===== config.mk =====
export PLATFORM = sky130hd
export DESIGN_NAME = hash_ctl_seq
export DESIGN_NICKNAME = d
export VERILOG_FILES = /design/src/rtl/hseq_pkg.sv /design/src/rtl/hseq_latency.sv /design/src/rtl/hseq_words.sv /design/src/rtl/hseq_lock.sv /design/src/rtl/hash_ctl_seq.sv
export SDC_FILE = /design/constraint.sdc
export NUM_CORES = 1
export LEC_CHECK = 0
export BUFFER_PORTS_ARGS = -buffer_cell sky130_fd_sc_hd__buf_2
export CORE_UTILIZATION = 45
export DETAILED_ROUTE_END_ITERATION = 8
export GPL_TIMING_DRIVEN = 1
export PLACE_DENSITY_LB_ADDON = 0.1
export SLEW_MARGIN = 20
export SYNTH_ARGS = -nofsm -noshare
export SYNTH_HDL_FRONTEND = slang
export SYNTH_SLANG_ARGS = --single-unit

===== constraint.sdc =====
create_clock -name clk -period 2.3 [get_ports clk]
set_input_delay 0.23 -clock clk [delete_from_list [all_inputs] [get_ports clk]]
set_output_delay 0.23 -clock clk [all_outputs]
set_load 0.1 [all_outputs]

===== src/rtl/hseq_pkg.sv =====
package hseq_pkg;

    localparam int WORD_W = 32;
    localparam int NWORDS = 16;
    localparam int IDX_W  = $clog2(NWORDS);
    localparam int CNT_W  = 8;

    typedef enum logic [1:0] {
        SM_MANUAL = 2'd0,
        SM_AUTO   = 2'd1,
        SM_WORD0  = 2'd2,
        SM_RSVD   = 2'd3
    } smode_e;

    typedef struct packed {
        logic       dual;
        logic       tlock;
        logic [3:0] algo;
        logic       bpe;
        logic       dly;
        logic       aoe;
        smode_e     smod;
    } mode_t;

    function automatic mode_t decode_mode(input logic [WORD_W-1:0] w);
        mode_t m;
        m.smod  = smode_e'(w[1:0]);
        m.aoe   = w[3];
        m.dly   = w[4];
        m.bpe   = w[7];
        m.algo  = w[11:8];
        m.tlock = w[15];
        m.dual  = w[16];
        return m;
    endfunction

    // Per-block latency in cycles, picked by algorithm group and delay bit
    function automatic logic [CNT_W-1:0] block_latency(input logic [3:0] algo, input logic dly);
        logic [CNT_W-1:0] l;
        unique case (algo[2:0])
            3'd0:        l = dly ? 8'd209 : 8'd85;
            3'd2, 3'd3:  l = dly ? 8'd209 : 8'd88;
            default:     l = dly ? 8'd194 : 8'd72;
        endcase
        return l;
    endfunction

    function automatic logic is_keyed(input logic [3:0] algo);
        return algo[3];
    endfunction

endpackage


===== src/rtl/hseq_latency.sv =====
module hseq_latency
    import hseq_pkg::*;
#(
    parameter int CW = CNT_W
)(
    input  logic          clk,
    input  logic          rst,
    input  logic          abort,
    input  logic          load,
    input  logic [CW-1:0] lat,
    output logic          running,
    output logic          done
);
    localparam logic [CW-1:0] ONE = {{(CW-1){1'b0}}, 1'b1};

    logic [CW-1:0] cnt;

    always_ff @(posedge clk) begin
        if (rst || abort) begin
            running <= 1'b0;
            cnt     <= '0;
        end else if (load) begin
            running <= 1'b1;
            cnt     <= lat - ONE;
        end else if (running) begin
            if (cnt == '0) running <= 1'b0;
            else           cnt     <= cnt - ONE;
        end
    end

    assign done = running && (cnt == '0);

    assert_cnt_bound_R2: assert property (@(posedge clk) disable iff (rst)
        running |-> (cnt < 8'd209));

endmodule


===== src/rtl/hseq_words.sv =====
module hseq_words
    import hseq_pkg::*;
#(
    parameter int NW = NWORDS,
    parameter int IW = $clog2(NW)
)(
    input  logic          clk,
    input  logic          rst,
    input  logic          clr,
    input  logic          wr_en,
    input  logic [IW-1:0] wr_idx,
    input  logic          accept_ok,
    input  logic          consume,
    output logic          all_full,
    output logic          word0_pend
);
    logic [NW-1:0] mask, mask_n;
    logic          acc;

    assign acc = wr_en && accept_ok;

    always_comb begin
        mask_n = consume ? '0 : mask;
        if (acc) mask_n[wr_idx] = 1'b1;
    end

    always_ff @(posedge clk) begin
        if (rst || clr) begin
            mask       <= '0;
            word0_pend <= 1'b0;
        end else begin
            mask <= mask_n;
            if (acc && (wr_idx == '0)) word0_pend <= 1'b1;
            else if (consume)          word0_pend <= 1'b0;
        end
    end

    assign all_full = &mask;

    assert_pend_from_write_R5: assert property (@(posedge clk) disable iff (rst)
        $rose(word0_pend) |-> $past(wr_en && (wr_idx == '0)));

endmodule


===== src/rtl/hseq_lock.sv =====
module hseq_lock (
    input  logic clk,
    input  logic rst,
    input  logic tlock_en,
    input  logic tamper,
    input  logic unlock,
    output logic lock_set,
    output logic locked
);
    assign lock_set = tlock_en && tamper;

    always_ff @(posedge clk) begin
        if (rst)                             locked <= 1'b0;
        else if (lock_set)                   locked <= 1'b1;
        else if (locked && unlock && !tamper) locked <= 1'b0;
    end

    assert_tamper_locks_R11: assert property (@(posedge clk) disable iff (rst)
        (tlock_en && tamper) |=> locked);

    assert_unlock_order_R11: assert property (@(posedge clk) disable iff (rst)
        $fell(locked) |-> ($past(unlock) && !$past(tamper)));

endmodule


===== src/rtl/hash_ctl_seq.sv =====
module hash_ctl_seq
    import hseq_pkg::*;
(
    input  logic              clk,
    input  logic              rst,
    input  logic [WORD_W-1:0] mode_word,
    input  logic              start_pulse,
    input  logic              unlock_pulse,
    input  logic              wr_en,
    input  logic [IDX_W-1:0]  wr_idx,
    input  logic              tamper_in,
    input  logic              last_blk,
    output logic              busy,
    output logic              data_rdy,
    output logic              locked
);
    mode_t m;
    assign m = decode_mode(mode_word);

    logic unused_mode_bits;
    assign unused_mode_bits = ^{mode_word[31:17], mode_word[14:12], mode_word[6:5], mode_word[2]};

    logic lock_set, is_locked, frozen;
    logic running, blk_done;
    logic all_full, word0_pend;
    logic idle_ok, accept_ok;
    logic start_real, start_dummy, cont_dummy, load;
    logic dummy_q, last_q, rdy_q, report;

    hseq_lock u_lock (
        .clk      (clk),
        .rst      (rst),
        .tlock_en (m.tlock),
        .tamper   (tamper_in),
        .unlock   (unlock_pulse),
        .lock_set (lock_set),
        .locked   (is_locked)
    );

    assign frozen  = is_locked || lock_set;
    assign idle_ok = !running && !frozen;

    assign accept_ok = !frozen && (!running || (m.dual && (m.smod == SM_WORD0)));

    always_comb begin
        start_real = 1'b0;
        if (idle_ok && !m.aoe) begin
            unique case (m.smod)
                SM_MANUAL: start_real = start_pulse;
                SM_AUTO:   start_real = all_full;
                SM_WORD0:  start_real = word0_pend;
                default:   start_real = 1'b0;
            endcase
        end
    end

    assign start_dummy = idle_ok && m.aoe && start_pulse;
    assign cont_dummy  = blk_done && dummy_q && m.aoe && !frozen;
    assign load        = start_real || start_dummy || cont_dummy;

    hseq_words u_words (
        .clk        (clk),
        .rst        (rst),
        .clr        (frozen),
        .wr_en      (wr_en),
        .wr_idx     (wr_idx),
        .accept_ok  (accept_ok),
        .consume    (start_real),
        .all_full   (all_full),
        .word0_pend (word0_pend)
    );

    hseq_latency u_lat (
        .clk     (clk),
        .rst     (rst),
        .abort   (frozen),
        .load    (load),
        .lat     (block_latency(m.algo, m.dly)),
        .running (running),
        .done    (blk_done)
    );

    // Data-ready policy at block end
    always_comb begin
        report = 1'b0;
        if (blk_done && !dummy_q) begin
            if (m.smod != SM_WORD0) report = 1'b1;
            else if (!m.bpe)        report = last_q;
            else if (is_keyed(m.algo)) report = !last_q;
            else                    report = 1'b1;
        end
    end

    always_ff @(posedge clk) begin
        if (rst || frozen) begin
            dummy_q <= 1'b0;
            last_q  <= 1'b0;
            rdy_q   <= 1'b0;
        end else begin
            if (start_dummy)                 dummy_q <= 1'b1;
            else if (start_real)             dummy_q <= 1'b0;
            else if (blk_done && !cont_dummy) dummy_q <= 1'b0;

            if (start_real) last_q <= last_blk;

            if (load)        rdy_q <= 1'b0;
            else if (report) rdy_q <= 1'b1;
        end
    end

    assign busy     = running && !is_locked;
    assign data_rdy = rdy_q;
    assign locked   = is_locked;

    assert_rdy_clear_R9: assert property (@(posedge clk) disable iff (rst)
        $rose(busy) |-> !data_rdy);

    assert_dummy_quiet_R13: assert property (@(posedge clk) disable iff (rst)
        (dummy_q && busy) |-> !data_rdy);

    assert_rsvd_idle_R14: assert property (@(posedge clk) disable iff (rst)
        (!busy && (m.smod == SM_RSVD) && !m.aoe) |=> !busy);

    assert_tlock_off_R12: assert property (@(posedge clk) disable iff (rst)
        (!m.tlock && !locked) |=> !locked);

endmodule


Word level (Yosys, flattened, before mapping):

Index checks and enable logic that the tools add are counted.

* flip-flop bits (word level): 30
* latch bits: 0
* memory bits (writable): 0
* bits in read-only memories: 0
* output and inout port bits: 3
* memories kept: 0

* $add $sub $neg: 2
* $mul: 0
* divide/modulo/power cells: 0
* order comparisons: 2
* eq/ne operators: 6
* shifts and indexed selects: 0
* mux-type cells: 27
* bitwise operators: 1
* reductions and logical operators: 44

Operators by type and width (number)
* $mux 8: 6
* $mux 16: 2
* $logic_and 1x1->1: 19
* $mux 1: 16
* $or 16x16->16: 1
* $pmux 8 s2: 1
* $reduce_and 16->1: 1
* $sub 8x1->8 const B: 2
* $logic_not 1->1: 8
* $logic_not 8->1: 1
* $eq 3x2->1 const B: 2
* $reduce_bool 2->1: 3
* $logic_or 1x1->1: 5
* $lt 4x5->1 const B: 1
* $demux 1 s4: 1
* $ge 4x1->1 const B: 1
* $logic_not 4->1: 1
* $ne 2x2->1 const B: 2
* $reduce_or 2->1: 2
* $logic_not 3->1: 1
* $pmux 1 s3: 1
* $reduce_bool 3->1: 1
* $eq 2x1->1 const B: 1
* $eq 2x2->1 const B: 1
* 2 further kinds: 2

Longest topological paths before layout:

* depth after elaboration: 10
* depth in mapped cells: 12

By module:

Synthesis repeated with hierarchy kept, for this count alone.

* cells, all modules: 178
* area total of the unflattened synthesis: 1710.4 um^2

Modules (own cells, without submodules)
* hseq_latency: times used 1, cells an instance 84, area each 725.7 um^2
* hseq_words: times used 1, cells an instance 49, area each 649.4 um^2
* hash_ctl_seq: times used 1, cells an instance 39, area each 289.0 um^2
* hseq_lock: times used 1, cells an instance 6, area each 46.3 um^2

Worst setup path after synthesis:

OpenSTA, ideal clock, no wires.

* kind: flip-flop to flip-flop
* start point: reg u_lock.locked
* end point: reg u_lat.cnt[2]
* setup time: 136 ps
* arrival: 2793 ps
* data required time: 2164 ps
* slack: -629 ps
* stages on the path, launching flop included: 12
* buffers on the path: 1
* path through: dfxtp_1 > a21o_1 > a2111oi_0 > a31oi_1 > buf_2 > nand2_1 > a21oi_1 > ha_1 > nand2_1 > nor3_1 > a2111oi_0 > a211oi_1

* word-level cells in the longest chain between the ends: 9

RTL lines
* from (decl): RTL line hseq_lock.sv:8 `output logic locked`
* from (signal assigned): RTL line hseq_lock.sv:13 `if (rst) locked <= 1'b0;`
* from (signal assigned): RTL line hseq_lock.sv:14 `else if (lock_set) locked <= 1'b1;`
* from (signal assigned): RTL line hseq_lock.sv:15 `else if (locked && unlock && !tamper) locked <= 1'b0;`
* $logic_or 1x1->1 *: RTL line hash_ctl_seq.sv:40 `assign frozen = is_locked || lock_set;`
* $logic_not 1->1: RTL line hash_ctl_seq.sv:41, hash_ctl_seq.sv:58
* $logic_and 1x1->1: RTL line hash_ctl_seq.sv:41 `assign idle_ok = !running && !frozen;`
* $logic_and 1x1->1, on equally long branches: RTL line hash_ctl_seq.sv:47, hash_ctl_seq.sv:57
* $mux 1 or $logic_and 1x1->1 (tied branches): RTL line hash_ctl_seq.sv:47, hash_ctl_seq.sv:57
* $logic_or 1x1->1 (2 in series): RTL line hash_ctl_seq.sv:59 `assign load = start_real || start_dummy || cont_dummy;`
* $ne 2x2->1 (no line) or $reduce_bool 2->1 (tied branches)
* $reduce_and 2->1 (no line)
* to (signal assigned): RTL line hseq_latency.sv:24 `cnt <= lat - ONE;`
* to (signal assigned): RTL line hseq_latency.sv:27 `else cnt <= cnt - ONE;`
* to (decl): RTL line hseq_latency.sv:16 `logic [CW-1:0] cnt;`

Every way passes the cells marked *; elsewhere a longest branch is shown, timed or not.
A chain may end at the register's enable or synchronous reset.

Worst setup path after layout:

Ends and elaborated chain as after synthesis.

==> impl_metrics.tcl <==
set metrics [dict create \
    die_h_um 60.1 \
    p_leak_uw 0.000789 \
    core_sq_um 3130 \
    power_density_nw_per_um2 556 \
    vias_per_cell 5.75 \
    syn_nets 224 \
    finalHoldViolCount 0 \
    grt_pass1_vias 1420 \
    drive_gt1_frac 0.372 \
    nets 277 \
    setup_slack_ns -0.0934 \
    grt-ovfl-total 0 \
    numCtsBuffers 5 \
    start_util 0.486 \
    max_freq_ghz 0.418 \
    fin_area_sq_um 2120 \
    synth_ff_type "dfxtp_1" \
    slew_violations 0 \
    fin_skew_ns 0.00757 \
    wl_mm 4.20 \
    rows 20 \
    syn_area_sq_um 1520 \
    path_clk_slew_ns 0.10 \
    crit_path_end_kind "register" \
    vias 1598 \
    mostFrequentLayoutCells "buf_4 (26), dfxtp_1 (25), nor2_1 (24), buf_2 (24), a21oi_1 (10)" \
    post-dp-hpwl_mm 2.83 \
    ioPinCount 46 \
    htree_levels 2 \
    final_cells 278 \
    crit_fanout 4 \
    io_buffers 24 \
    synth_edf_count 0 \
    max_slew_margin 0.431 \
    syn_area_per_cell_sq_um 8.45 \
    drcViolationCount 0 \
    synth-async-reset-ratio 0 \
    drt_iter0_drc 184 \
    grt_max_degree 23 \
    drt_pre_antenna_iters 4 \
    min_period_ns 2.39 \
    ys_ff_latch 30 \
    postPlaceCellArea_sq_um 1880 \
    insertion_delay_ns 0.33 \
    violations "negative setup slack" \
    finalCritPeriodShare 1.04 \
    track_usage 0.250 \
    cts.sinks 30 \
    postRouteAntennaNets 0 \
    synthToLayoutAreaGrowth_pct 39.8 \
    synth.distinct_cells 40 \
    ys_seq_area_frac 0.395 \
    worstSetupPathType "register to register" \
    max-cap-violations 0 \
    final_common_cell "buf_4" \
    pre_cts_ws_ns -0.0748 \
    grt_pass1_wl_mm 6.58 \
    antenna_found_initial 0 \
    avgRoutedWirePerCell_um 15.1 \
    cts_tree "built" \
    ys_warn_count 0 \
    syn_inst 180 \
    place_inst 260 \
    gp_congestion 0.811 \
    hold_buffers 0 \
    die_x_um 60.1 \
    crit_path_start_kind "register" \
    worstMarginPinSlew_ns 0.854 \
    run_status "finished, violations left" \
    max-vdd-ir-drop_uv 383 \
    fin_util 0.679 \
    arrival_ns 2.57 \
    root_buffer "clkbuf_4" \
    antennaDiodeCount 0 \
    hold_path.class "input port to register" \
    worstPathRequired_ns 2.48 \
    die-area_sq_um 3610 \
    rsz0062_at_grt "true" \
    clock_path_buffers 2 \
    setup_viol_count_final 3 \
]
Yosys cell counts (2+ instances only):
master	count	area, sq um
nor3_1	11	55.1
inv_1	7	26.3
a21o_1	2	15.0
o2bb2a_1	9	90.1
nand3_1	4	20.0
nand2b_1	3	18.8
xor2_1	2	17.5
a31oi_1	4	25.0
or3_1	5	31.3
nand3b_1	3	22.5
clkbuf_1	4	15.0
nand4_1	7	43.8
nand2_1	11	41.3
o21ai_0	4	20.0
nor2_1	24	90.1
mux2i_1	2	20.0
a21oi_1	13	65.1
nor2b_1	3	18.8
a211oi_1	3	22.5
a2111oi_0	2	17.5
dfxtp_1	30	601
xnor2_1	4	35.0
nor4_1	2	12.5
a32oi_1	4	35.0
buf_2	2	10.0
what timing repair did:
action / in CTS / in global routing
resized for setup: 5 / 17
endpoints found under the setup margin: 2 / 3
pin swaps: 5 / 15
buffers inserted: 3 / 7
through the flow:
step                total power, uW  hold slack, ns  setup TNS [ns]
floorplan                       703           0.299         -0.0694
global placement                785           0.415         -0.0540
detailed placement              792           0.423          -0.130
CTS                            1140          0.0738               0
global route                   1240          0.0692          -0.442
finish                         1180          0.0744          -0.140
sequential cells by signal, summed over array words and instances (netlist names):
| register | count |
|---|---|
| u_lock.locked | 1 |
| u_lat.running | 1 |
| u_words.word0_pend | 1 |
| dummy_q | 1 |
| data_rdy | 1 |
| u_lat.cnt | 8 |
| last_q | 1 |
| u_words.mask | 16 |
area by class of cell:
cell class,count,area (sq um)
fillers,262,1000
well taps,44,55.1
clock inverters,2,12.5
clock buffers,6,51.3
repair buffers,52,338
flip-flops and latches,30,612
inverters,7,26.3
multi-input cells,137,1030
final timing paths:
kind	slack, ns	cells after the start	end	from
setup / recovery	-0.09	11	u_lat.cnt[2]	u_lock.locked
hold / removal	0.07	2	u_lock.locked	rst
setup reg to reg	-0.09	11	u_lat.cnt[2]	u_lock.locked
hold reg to reg	0.47	2	u_words.mask[3]	u_words.mask[3]
layer usage:
metal  GRT usage  part of all wire  wire length, um  vias to the layer above
met5           0                 0                0                        -
met4      0.0930             0.010               44                        0
met3      0.0671             0.055              232                        4
met2       0.369              0.49             2060                       50
met1       0.344              0.44             1860                      766
li1            -                 -                -                      778
cells by family (layout without fill, tap and decap cells):
| kind of cell | after synthesis | count (layout) | synth area share |
|---|---|---|---|
| adders and majority gates | 1 | 1 | 0.00823 |
| buffers and inverters | 13 | 67 | 0.0337 |
| and+or+nand+nor | 79 | 79 | 0.276 |
| DFF | 30 | 30 | 0.395 |
| xor gates and xnor gates | 6 | 6 | 0.0346 |
| AOI/OAI and AO/OA | 49 | 49 | 0.240 |
| muxes | 2 | 2 | 0.0132 |
critical path, cell delays in order, from the launching register on:
cell and delay, ns:
dfxtp_4 0.36, a21o_4 0.20, a2111oi_4 0.36, buf_4 0.18, a31oi_4 0.12, a21oi_2 0.21
a21oi_2 0.07, ha_4 0.19, nand2_4 0.11, nor3_4 0.05, a2111oi_4 0.33, a211oi_2 0.05
where the power goes:
part	total, uW	internal (uW)	leakage [uW]	switching (uW)
sequential	546	533	0.000246	13.3
clock	341	147	0.0000343	194
combinational	294	129	0.000509	166
Power figures use the tool's default switching activity.
